[src/rtl/gpio_bank_pkg.sv]
package gpio_bank_pkg;

    localparam int BUS_W  = 32;
    localparam int ADDR_W = 7;
    localparam int MAX_PINS = 64;

    // register group selected by address bits [6:3]; bit [2] picks the upper word
    typedef enum logic [3:0] {
        GRP_DIR   = 4'h0,
        GRP_INVAL = 4'h2,
        GRP_OUTV  = 4'h3,
        GRP_IEN   = 4'h8,
        GRP_IPOL  = 4'h9,
        GRP_ISTAT = 4'hA,
        GRP_IWAKE = 4'hB
    } reg_grp_e;

    function automatic logic [MAX_PINS-1:0] pin_mask(input int n);
        logic [MAX_PINS-1:0] m;
        m = '0;
        for (int i = 0; i < MAX_PINS; i++)
            if (i < n) m[i] = 1'b1;
        return m;
    endfunction

    function automatic logic [MAX_PINS-1:0] merge_word(
        input logic [MAX_PINS-1:0] cur,
        input logic                upper,
        input logic [BUS_W-1:0]    d
    );
        return upper ? {d, cur[BUS_W-1:0]} : {cur[MAX_PINS-1:BUS_W], d};
    endfunction

    function automatic logic [MAX_PINS-1:0] word_bits(
        input logic             upper,
        input logic [BUS_W-1:0] d
    );
        return upper ? {d, {BUS_W{1'b0}}} : {{BUS_W{1'b0}}, d};
    endfunction

endpackage

[src/rtl/gpio_in_sync.sv]
module gpio_in_sync #(
    parameter int NUM_PINS = 36
) (
    input  logic                clk,
    input  logic                rst_n,
    input  logic [NUM_PINS-1:0] pin_in,
    output logic [NUM_PINS-1:0] sync_val,
    output logic [NUM_PINS-1:0] rise,
    output logic [NUM_PINS-1:0] fall
);

    logic [NUM_PINS-1:0] meta_q;
    logic [NUM_PINS-1:0] sync_q;
    logic [NUM_PINS-1:0] prev_q;

    always_ff @(posedge clk or negedge rst_n) begin
        if (!rst_n) begin
            meta_q <= '0;
            sync_q <= '0;
            prev_q <= '0;
        end else begin
            meta_q <= pin_in;
            sync_q <= meta_q;
            prev_q <= sync_q;
        end
    end

    assign sync_val = sync_q;
    assign rise     = sync_q & ~prev_q;
    assign fall     = ~sync_q & prev_q;

endmodule

[src/rtl/gpio_irq_unit.sv]
module gpio_irq_unit
    import gpio_bank_pkg::*;
#(
    parameter int NUM_PINS = 36
) (
    input  logic                clk,
    input  logic                rst_n,
    input  logic                wr_en,
    input  logic                wr_pol,
    input  logic                wr_stat,
    input  logic                wr_wake,
    input  logic                upper,
    input  logic [BUS_W-1:0]    wdata,
    input  logic [MAX_PINS-1:0] rise,
    input  logic [MAX_PINS-1:0] fall,
    output logic [MAX_PINS-1:0] en_q,
    output logic [MAX_PINS-1:0] pol_q,
    output logic [MAX_PINS-1:0] stat_q,
    output logic [MAX_PINS-1:0] wk_q,
    output logic [MAX_PINS-1:0] hit,
    output logic                irq,
    output logic                wake
);

    localparam logic [MAX_PINS-1:0] PMASK = pin_mask(NUM_PINS);

    logic [MAX_PINS-1:0] clr;
    logic [MAX_PINS-1:0] stat_d;

    always_comb begin
        hit    = ((rise & ~pol_q) | (fall & pol_q)) & PMASK;
        clr    = wr_stat ? word_bits(upper, wdata) : '0;
        stat_d = (stat_q & ~clr) | hit;   // a fresh edge beats a clear
    end

    always_ff @(posedge clk or negedge rst_n) begin
        if (!rst_n) begin
            en_q   <= '0;
            pol_q  <= '0;
            stat_q <= '0;
            wk_q   <= '0;
        end else begin
            stat_q <= stat_d;
            if (wr_en)   en_q  <= merge_word(en_q,  upper, wdata) & PMASK;
            if (wr_pol)  pol_q <= merge_word(pol_q, upper, wdata) & PMASK;
            if (wr_wake) wk_q  <= merge_word(wk_q,  upper, wdata) & PMASK;
        end
    end

    assign irq  = |(stat_q & en_q);
    assign wake = |(stat_q & wk_q);

endmodule

[src/rtl/gpio_edge_bank.sv]
module gpio_edge_bank
    import gpio_bank_pkg::*;
#(
    parameter int NUM_PINS = 36
) (
    input  logic                clk,
    input  logic                rst_n,
    input  logic                bus_we,
    input  logic [ADDR_W-1:0]   bus_addr,
    input  logic [BUS_W-1:0]    bus_wdata,
    output logic [BUS_W-1:0]    bus_rdata,
    input  logic [NUM_PINS-1:0] pin_in,
    output logic [NUM_PINS-1:0] pin_oe,
    output logic [NUM_PINS-1:0] pin_out,
    output logic                irq,
    output logic                wake
);

    localparam logic [MAX_PINS-1:0] PMASK = pin_mask(NUM_PINS);

    logic        aligned;
    logic        upper;
    reg_grp_e    grp;
    logic        wr_dir, wr_outv, wr_en, wr_pol, wr_stat, wr_wake;

    logic [MAX_PINS-1:0] dir_q, outv_q;
    logic [NUM_PINS-1:0] sync_val, rise_n, fall_n;
    logic [MAX_PINS-1:0] in_vec, rise_vec, fall_vec;
    logic [MAX_PINS-1:0] en_vec, pol_vec, stat_vec, wk_vec, hit_vec;
    logic [MAX_PINS-1:0] sel_vec;

    // address decode
    assign aligned = (bus_addr[1:0] == 2'b00);
    assign upper   = bus_addr[2];
    assign grp     = reg_grp_e'(bus_addr[6:3]);

    assign wr_dir  = bus_we && aligned && (grp == GRP_DIR);
    assign wr_outv = bus_we && aligned && (grp == GRP_OUTV);
    assign wr_en   = bus_we && aligned && (grp == GRP_IEN);
    assign wr_pol  = bus_we && aligned && (grp == GRP_IPOL);
    assign wr_stat = bus_we && aligned && (grp == GRP_ISTAT);
    assign wr_wake = bus_we && aligned && (grp == GRP_IWAKE);

    // pin-side registers
    always_ff @(posedge clk or negedge rst_n) begin
        if (!rst_n) begin
            dir_q  <= '0;
            outv_q <= '0;
        end else begin
            if (wr_dir)  dir_q  <= merge_word(dir_q,  upper, bus_wdata) & PMASK;
            if (wr_outv) outv_q <= merge_word(outv_q, upper, bus_wdata) & PMASK;
        end
    end

    assign pin_oe  = dir_q[NUM_PINS-1:0];
    assign pin_out = outv_q[NUM_PINS-1:0];

    gpio_in_sync #(.NUM_PINS(NUM_PINS)) u_sync (
        .clk      (clk),
        .rst_n    (rst_n),
        .pin_in   (pin_in),
        .sync_val (sync_val),
        .rise     (rise_n),
        .fall     (fall_n)
    );

    assign in_vec   = MAX_PINS'(sync_val);
    assign rise_vec = MAX_PINS'(rise_n);
    assign fall_vec = MAX_PINS'(fall_n);

    gpio_irq_unit #(.NUM_PINS(NUM_PINS)) u_irq (
        .clk     (clk),
        .rst_n   (rst_n),
        .wr_en   (wr_en),
        .wr_pol  (wr_pol),
        .wr_stat (wr_stat),
        .wr_wake (wr_wake),
        .upper   (upper),
        .wdata   (bus_wdata),
        .rise    (rise_vec),
        .fall    (fall_vec),
        .en_q    (en_vec),
        .pol_q   (pol_vec),
        .stat_q  (stat_vec),
        .wk_q    (wk_vec),
        .hit     (hit_vec),
        .irq     (irq),
        .wake    (wake)
    );

    // read path
    always_comb begin
        sel_vec = '0;
        if (aligned) begin
            case (grp)
                GRP_DIR:   sel_vec = dir_q;
                GRP_INVAL: sel_vec = in_vec;
                GRP_OUTV:  sel_vec = outv_q;
                GRP_IEN:   sel_vec = en_vec;
                GRP_IPOL:  sel_vec = pol_vec;
                GRP_ISTAT: sel_vec = stat_vec;
                GRP_IWAKE: sel_vec = wk_vec;
                default:   sel_vec = '0;
            endcase
        end
        bus_rdata = upper ? sel_vec[MAX_PINS-1:BUS_W] : sel_vec[BUS_W-1:0];
    end

endmodule

[config.mk]
export PLATFORM = sky130hd
export DESIGN_NAME = gpio_edge_bank
export DESIGN_NICKNAME = d
export VERILOG_FILES = /design/src/rtl/gpio_bank_pkg.sv /design/src/rtl/gpio_in_sync.sv /design/src/rtl/gpio_irq_unit.sv /design/src/rtl/gpio_edge_bank.sv
export SDC_FILE = /design/constraint.sdc
export NUM_CORES = 1
export LEC_CHECK = 0
export ABC_AREA = 0
export BUFFER_PORTS_ARGS = -buffer_cell sky130_fd_sc_hd__clkbuf_2
export CAP_MARGIN = 20
export CORE_ASPECT_RATIO = 1.5
export CORE_UTILIZATION = 55
export DETAILED_ROUTE_END_ITERATION = 12
export PLACE_DENSITY = 0.76
export SLEW_MARGIN = 30
export SYNTH_ARGS = -nofsm -noshare
export SYNTH_HDL_FRONTEND = slang
export SYNTH_SLANG_ARGS = --single-unit
[constraint.sdc]
create_clock -name clk -period 3.86 [get_ports clk]
set_input_delay 0.772 -clock clk [delete_from_list [all_inputs] [get_ports clk]]
set_output_delay 0.772 -clock clk [all_outputs]
set_load 0.03 [all_outputs]
==> flow_summary.ini, run 1 <==
[run_status]
status = finished clean

[floorplan]
fp.coreArea_mm2 = 0.0267
rows = 73
chipHeight_um = 205
dieArea_mm2 = 0.0281
die_w_um = 137
initial_core_util = 0.565
ioPinCount = 184

[power]
seq_power_share = 0.483
p_per_area_mw_per_mm2 = 481
share_clk_of_total_power = 0.405
p_switching_mw = 2.18
p_int_mw = 6.31
leakagePower_nw = 8.16
switching_share = 0.257
power_mw = 8.49
combPwrFrac = 0.112
ir_drop_v = 0.000427

[setup_path]
critical-path-slowest-cell = and4bb_4
crit_path_max_incr_delay_ns = 0.73
timing.rr.start = u_irq.pol_q[30]
path_common_cell = clkbuf_2
required_ns = 3.09
reg2reg_depth = 3
critPathTopFamily = buffers and inverters
cp-start-kind = primary input
path_class = in -> out
worstPathArrival_ns = 2.83
critPathBufInv = 3
critPathMaxFanout = 29
reg2reg_slack_ns = 2.91
crit_chain = clkbuf_2, and4bb_4, buf_4, a21oi_1, a211oi_1, clkbuf_2
reg2reg_to = u_irq.stat_q[30]
crit_path_end_kind = output pin

[clock_network]
cts_buffer_depth = 3
cts.sinks = 352
cts_resized = 0
cts_tree = done
clk_pin_slew_worst_paths_ns = 0.05
worstSkewPairLatency_ns = 0.52
cts_buffers = 34
root_buffer = clkbuf_16
cts_hold_buf = 0
post_cts_buffers = 0
htree_levels = 2

[global_route]
track_usage = 0.311
grt_start_max_net_pins = 94
grt_pass1_wl_um = 64800
antenna_found_initial = 0
grt-ovfl-total = 0
grt_pass1_vias = 11200

[drt]
vias_per_cell = 6.49
wl_um = 42000
wire_per_inst_um = 24.3
ant_nets = 0
drt_iter0_markers = 1051
drtPass1Iterations = 8
drc_errors = 0
via_count = 11200

[synthesis]
ys_warn_count = 0
syn_nets = 1252
syn_area_per_cell_um2 = 12.8
synth_edf_count = 0
synth_top_area_frac = 0.585
yosysTopAreaCell = dfrtp_1
netlist_top_cells_area = dfrtp_1 58%, mux2_2 13%, nand2_1 3.3%
ys_ff_latch = 352
synth_cell_types = 48
syn_area_mm2 = 0.0151
synthesis.instances = 1174
ys_seq_area_frac = 0.585
synth_flop_cell = dfrtp_1
synthArstFlopShare = 1.00

[min_path]
hold_class = in -> async

[timing]
fin_ws_ns = 0.261
worst_pin_slew_ns = 0.752
period_share = 0.932
grt_setup_unrepaired = no
finalHoldViolCount = 0
fin_worst_skew_ns = 0.0153
setup_violations = 0
fmax_mhz = 278
slew_headroom = 0.498
min_period_ns = 3.60
setup_tns_ns = 0
drv_slew = 0

[placed_design]
hpwlAfterDp_um = 28600
io_buffers = 183
dp_cells = 1663
preCtsSetupSlack_ns = 0.329
place.gp.congestion = 0.941

[finish]
final_util = 0.662
final_cell_count_no_fill = 1725
layout_common_cells = 352 x dfrtp_1, 182 x clkbuf_2, 171 x mux2_2
drive_above_1_share = 0.356
nets = 1440
syn2layout_area_growth_pct = 17.2
mostFrequentLayoutCell = dfrtp_1
diodes = 0

[run]
maxCapViolCount = 0
## synthesized netlist by cell type (all sizes together) (3+ instances only)
library cell and count:
dfrtp 352, mux2 180, nand2 132, a22oi 52
nor2 52, buf 46, a21oi 42, a22o 38
a211oi 31, o21ai 31, a21boi 29, clkbuf 29
a21o 27, a221oi 24, mux4 18, mux2i 11
o221a 11, nand4 10, a221o 9, nand3 8
and2 4, nor3 4, o2bb2ai 4, nand2b 3
## cell families after synthesis
kind of cell,count (synthesis),share of synthesized area
DFF,352,0.585
AOI/OAI and AO/OA,306,0.151
buffers and inverters,77,0.0268
muxes,209,0.169
and+or+nand+nor,230,0.0688
## worst max-delay path by stage
stage	slack (ns)	cells past startpoint	start	to
5_1_grt	0.20	6	bus_addr[3]	bus_rdata[20]
3_3_place_gp	0.33	6	bus_addr[3]	bus_rdata[6]
2_1_floorplan	0.55	7	bus_addr[3]	bus_rdata[14]
3_5_place_dp	0.33	6	bus_addr[3]	bus_rdata[16]
4_1_cts	0.30	6	bus_addr[3]	bus_rdata[24]
6_report	0.26	6	bus_addr[3]	bus_rdata[20]
## power groups by stage
stage	registers, mW	clock network [mW]	logic [mW]
after global placement	4.15	0	0.925
after floorplan	4.22	0	0.457
after global routing	4.12	3.62	1.02
after detailed placement	4.16	0	0.948
final	4.10	3.44	0.951
after CTS	4.10	3.49	0.955
## layer usage
metal	routed length, um	global-route usage	vias to the layer above	share of wire
met5	0	0	-	0
met4	1770	0.144	0	0.042
met3	3020	0.0589	119	0.072
met2	21200	0.512	579	0.51
met1	15900	0.395	5747	0.38
li1	-	-	4745	-
## sequential cells by signal, indices dropped and copies added (netlist names)
name             count
dir_q               36
outv_q              36
u_irq.en_q          36
u_irq.pol_q         36
u_irq.stat_q        64
u_irq.wk_q          36
u_sync.meta_q       36
u_sync.prev_q       36
u_sync.sync_val     36
## stage by stage
stage                     instance area (um2)  hold slack [ns]
final                                   17700            0.259
after detailed placement                16500            0.335
after floorplan                         15100            0.331
after CTS                               17700            0.294
after global routing                    17700            0.319
after global placement                  16500            0.332
## final cells by class
type                    instances  area (um2)
well taps                     337         422
clock buffers                  49        1010
fillers                      2014        9010
inverters                       2        7.51
repair buffers                227        1380
multi-input cells             745        5880
clock inverters                13         150
flip-flops and latches        352        8810
(Power assumes the default switching activity.)
==> run 2: changes to the inputs <==
--- a/config.mk
+++ b/config.mk
@@ -9,9 +9,9 @@
 export BUFFER_PORTS_ARGS = -buffer_cell sky130_fd_sc_hd__clkbuf_2
 export CAP_MARGIN = 20
 export CORE_ASPECT_RATIO = 1.5
-export CORE_UTILIZATION = 55
+export CORE_UTILIZATION = 50
 export DETAILED_ROUTE_END_ITERATION = 12
-export PLACE_DENSITY = 0.76
+export PLACE_DENSITY = 0.7
 export SLEW_MARGIN = 30
 export SYNTH_ARGS = -nofsm -noshare
 export SYNTH_HDL_FRONTEND = slang
==> run 2 against run 1 <==
Compared with the run above:
- sequential share of layout area down 0.45 points
- global-route usage down 2.2 points
- cell count up 3.9%
- critical path type unchanged
- critical endpoint is now bus_rdata[28]
==> flow_summary.ini, run 2 (synthesis results as in run 1) <==
[run_status]
status = finished clean

[drt]
wl_um = 42800
wl_met2_um = 21600
ant_nets = 0
drtPass1Iterations = 5
via_count = 11000
vias_per_cell = 6.13
wire_per_inst_um = 23.9
wl_met3_um = 2550
drt-met1-wl_um = 16800
routed.top_layer = met4
drc_errors = 0
drt_iter0_markers = 886

[clock_network]
cts_hold_buf = 0
cts.sinks = 352
htree_levels = 2
worstSkewPairLatency_ns = 0.52
root_buffer = clkbuf_16
post_cts_buffers = 0
cts_resized = 0
clk_pin_slew_worst_paths_ns = 0.05
cts_buffer_depth = 3
cts_buffers = 35
cts_tree = done

[floorplan]
chipHeight_um = 215
ioPinCount = 184
initial_core_util = 0.509
fp.coreArea_mm2 = 0.0296
die_w_um = 144
rows = 77
dieArea_mm2 = 0.0308

[power]
ir_drop_v = 0.000332
leakagePower_nw = 8.20
p_per_area_mw_per_mm2 = 489

[setup_path]
critPathMaxFanout = 13
crit_start = bus_addr[3]
required_ns = 3.09
worstPathArrival_ns = 2.70
cp-start-kind = primary input
crit_path_end_kind = output pin
timing.rr.start = u_irq.stat_q[30]
path_class = in -> out

[timing]
min_period_ns = 3.47
grt_setup_unrepaired = no
setup_tns_ns = 0
setup_violations = 0
fin_worst_skew_ns = 0.00815
hold_ws_ns = 0.273
fmax_mhz = 288
finalHoldViolCount = 0
period_share = 0.899
drv_slew = 0
slew_headroom = 0.515
worst_pin_slew_ns = 0.727

[finish]
nets = 1448
mostFrequentLayoutCell = dfrtp_1
largest_register_ffs = 64
syn2layout_area_growth_pct = 18.3
seqCellArea_mm2 = 0.00881
largest_register = u_irq.stat_q
fillers = 2395
drive_above_1_share = 0.362
layout_common_cells = 352 x dfrtp_1, 182 x clkbuf_2, 171 x mux2_2
multiInputGateArea_mm2 = 0.00588

[placed_design]
hpwlAfterDp_um = 29200
place.gp.congestion = 0.887
io_buffers = 183

[global_route]
antenna_found_initial = 2
track_usage = 0.289
grt_pass1_wl_um = 66300
grt_pass1_vias = 11300
grt-ovfl-total = 0
grt_start_max_net_pins = 90

[min_path]
hold_class = in -> async

[run]
maxCapViolCount = 0
-- run 2: worst max-delay path: stages --
cell and delay (ns):
clkbuf_2 0.30, and3b_1 0.55, a22oi_1 0.17, o221a_2 0.28, a211oi_1 0.34, clkbuf_2 0.27
-- run 2: worst paths after layout --
path / end / slack [ns] / cells after the start
setup / recovery: bus_rdata[28] / 0.39 / 6
hold / removal: u_sync.prev_q[4] / 0.27 / 1
setup reg to reg: u_irq.stat_q[30] / 2.93 / 1
hold reg to reg: u_sync.sync_val[11] / 0.34 / 0
max in group asynchronous: outv_q[23] / 2.63 / 2
min in group clk: u_sync.sync_val[11] / 0.34 / 0
-- run 2: layout make-up --
type,instances,area share
Inverter,2,0.000421
Multi-Input combinational cell,745,0.330
Antenna cell,2,0.000281
Clock inverter,17,0.0142
Timing Repair Buffer,234,0.0777
Tap cell,395,0.0277
Clock buffer,45,0.0553
Sequential cell,352,0.494
-- run 2: stage by stage --
stage | area [um2] | cells | util | power (mW) | setup WS [ns]
2_1_floorplan | 15100 | 1174 | - | 4.67 | 0.551
3_3_place_gp | 16600 | 1728 | 0.560 | 5.09 | 0.415
3_5_place_dp | 16600 | 1728 | 0.560 | 5.12 | 0.405
4_1_cts | 17800 | 1790 | 0.602 | 8.77 | 0.389
5_1_grt | 17800 | 1792 | 0.602 | 9.01 | 0.282
6_report | 17800 | 1792 | 0.602 | 8.71 | 0.390
-- run 2: layer usage --
| layer | vias up | GRT usage |
|---|---|---|
| met5 | - | 0 |
| met4 | 0 | 0.128 |
| met3 | 118 | 0.0494 |
| met2 | 471 | 0.487 |
| met1 | 5629 | 0.361 |
| li1 | 4767 | - |
-- run 2: where the power goes --
group,switching [mW],internal [mW],total [mW],leakage [nW]
combinational,0.582,0.372,0.953,3.18
clock,1.43,2.22,3.65,0.609
sequential,0.200,3.90,4.10,4.42
total,2.21,6.50,8.71,8.20
==> run 3: changes to the inputs <==
--- a/config.mk
+++ b/config.mk
@@ -12,6 +12,7 @@
 export CORE_UTILIZATION = 50
 export DETAILED_ROUTE_END_ITERATION = 12
 export PLACE_DENSITY = 0.7
+export RECOVER_POWER = 25
 export SLEW_MARGIN = 30
 export SYNTH_ARGS = -nofsm -noshare
 export SYNTH_HDL_FRONTEND = slang
==> run 3 against run 2 <==
Compared with the run above:
- the flow now finishes with violations (max-capacitance violations, max-slew violations)
- die area is the same
- setup slack gained 0.016 ns
- clock power is essentially flat
- cell area is essentially flat
- hold slack gained 0.071 ns
- via count shrank 0.44%
- cell count is the same
- sequential share of layout area is essentially flat
- clock skew is essentially flat
- non-clock buffer count is the same
- register-to-register slack is essentially flat
- critical endpoint unchanged
- highest routed layer unchanged
==> flow_summary.ini, run 3 (synthesis results as in run 1) <==
[timing]
worst_pin_slew_ns = 2.40
hold_ws_ns = 0.344
finalHoldViolCount = 0
setup_tns_ns = 0
slew_headroom = -0.597
setup_violations = 0
drv_slew = 88
min_period_ns = 3.45
fin_worst_skew_ns = 0.00823
fin_ws_ns = 0.406
period_share = 0.895
grt_setup_unrepaired = no
fmax_mhz = 290

[setup_path]
required_ns = 3.09
reg2reg_to = u_irq.stat_q[30]
reg2reg_depth = 1
critical-path-slowest-cell = and3b_1
cp.depth = 6
worstPathArrival_ns = 2.68
timing.rr.start = u_irq.stat_q[30]
path_common_cell = clkbuf_2
cp-start-kind = primary input
crit_path_max_incr_delay_ns = 0.54
critPathMaxFanout = 13
cp-endpoint = bus_rdata[28]
crit_start = bus_addr[3]
crit_chain = clkbuf_2, and3b_1, a22oi_1, o221a_2, a211oi_1, clkbuf_2
reg2reg_slack_ns = 2.93
path_class = in -> out
critPathBufInv = 2
critPathTopFamily = compound AO/OA/AOI/OAI gates
crit_path_end_kind = output pin

[drt]
wl_met3_um = 2580
drt_iter0_markers = 900
ant_nets = 0
wire_per_inst_um = 23.8
drtPass1Iterations = 6
wl_met2_um = 21700
drt-met1-wl_um = 16600
wl_um = 42700
routed.top_layer = met4
drc_errors = 0
vias_per_cell = 6.10
via_count = 10900

[power]
p_int_mw = 6.49
ir_drop_v = 0.000332
p_per_area_mw_per_mm2 = 489
share_clk_of_total_power = 0.420
power_mw = 8.71
leakagePower_nw = 8.19
combPwrFrac = 0.109
seq_power_share = 0.471
p_switching_mw = 2.22
switching_share = 0.254

[global_route]
grt_pass1_wl_um = 66300
grt-ovfl-total = 0
grt_pass1_vias = 11300
grt_start_max_net_pins = 90
antenna_found_initial = 2
track_usage = 0.289

[finish]
final_area_mm2 = 0.0178
layout_common_cells = 352 x dfrtp_1, 182 x clkbuf_2, 171 x mux2_2
drive_above_1_share = 0.361
largest_register = u_irq.stat_q
final_cell_count_no_fill = 1792
largest_register_ffs = 64
syn2layout_area_growth_pct = 18.2
mostFrequentLayoutCell = dfrtp_1
nets = 1448
final_util = 0.602

[placed_design]
dp_cells = 1728
place.gp.congestion = 0.887
preCtsSetupSlack_ns = 0.405
io_buffers = 183
hpwlAfterDp_um = 29200
placed_area_mm2 = 0.0166

[clock_network]
cts_tree = done
worstSkewPairLatency_ns = 0.52
cts_buffer_depth = 3
clk_pin_slew_worst_paths_ns = 0.06
cts.sinks = 352
cts_resized = 0
htree_levels = 2
root_buffer = clkbuf_16
cts_hold_buf = 0
post_cts_buffers = 0
cts_buffers = 35

[floorplan]
rows = 77
chipHeight_um = 215
fp.coreArea_mm2 = 0.0296
ioPinCount = 184
die_w_um = 144
dieArea_mm2 = 0.0308
initial_core_util = 0.509

[run]
maxCapViolCount = 1

[min_path]
hold_class = reg -> reg

[run_status]
status = finished with violations
failed_checks = max-capacitance violations, max-slew violations
-- run 3: cell types whose count changed in the layout (fill, tap and decap cells not counted), sizes merged --
cell	delta
buf	-2
clkbuf	+2
-- run 3: worst min-delay path by stage --
stage | startpoint | endpoint | slack [ns] | depth (start not counted)
after floorplan | u_sync.meta_q[0] | u_sync.sync_val[0] | 0.33 | 0
after global placement | u_sync.meta_q[10] | u_sync.sync_val[10] | 0.33 | 0
after detailed placement | u_sync.meta_q[11] | u_sync.sync_val[11] | 0.33 | 0
after CTS | rst_n | u_sync.meta_q[4] | 0.30 | 1
after global routing | pin_in[18] | u_sync.meta_q[18] | 0.34 | 1
final | u_sync.meta_q[11] | u_sync.sync_val[11] | 0.34 | 0
-- run 3: layout make-up --
| class | count | area, um2 |
|---|---|---|
| well taps | 395 | 494 |
| repair buffers | 234 | 1370 |
| flip-flops and latches | 352 | 8810 |
| diodes | 2 | 5.00 |
| fillers | 2396 | 11800 |
| multi-input cells | 745 | 5880 |
| clock buffers | 45 | 986 |
| clock inverters | 17 | 253 |
| inverters | 2 | 7.51 |
-- run 3: power groups by stage --
stage / clock (mW) / combinational, mW / sequential [mW]
floorplan: 0 / 0.457 / 4.22
global placement: 0 / 0.936 / 4.16
detailed placement: 0 / 0.954 / 4.17
CTS: 3.71 / 0.959 / 4.10
global route: 3.86 / 1.02 / 4.12
finish: 3.66 / 0.952 / 4.10
-- run 3: routing by layer --
metal / global-route usage / vias up
met5: 0 / -
met4: 0.128 / 0
met3: 0.0494 / 116
met2: 0.487 / 466
met1: 0.361 / 5590
li1: - / 4765
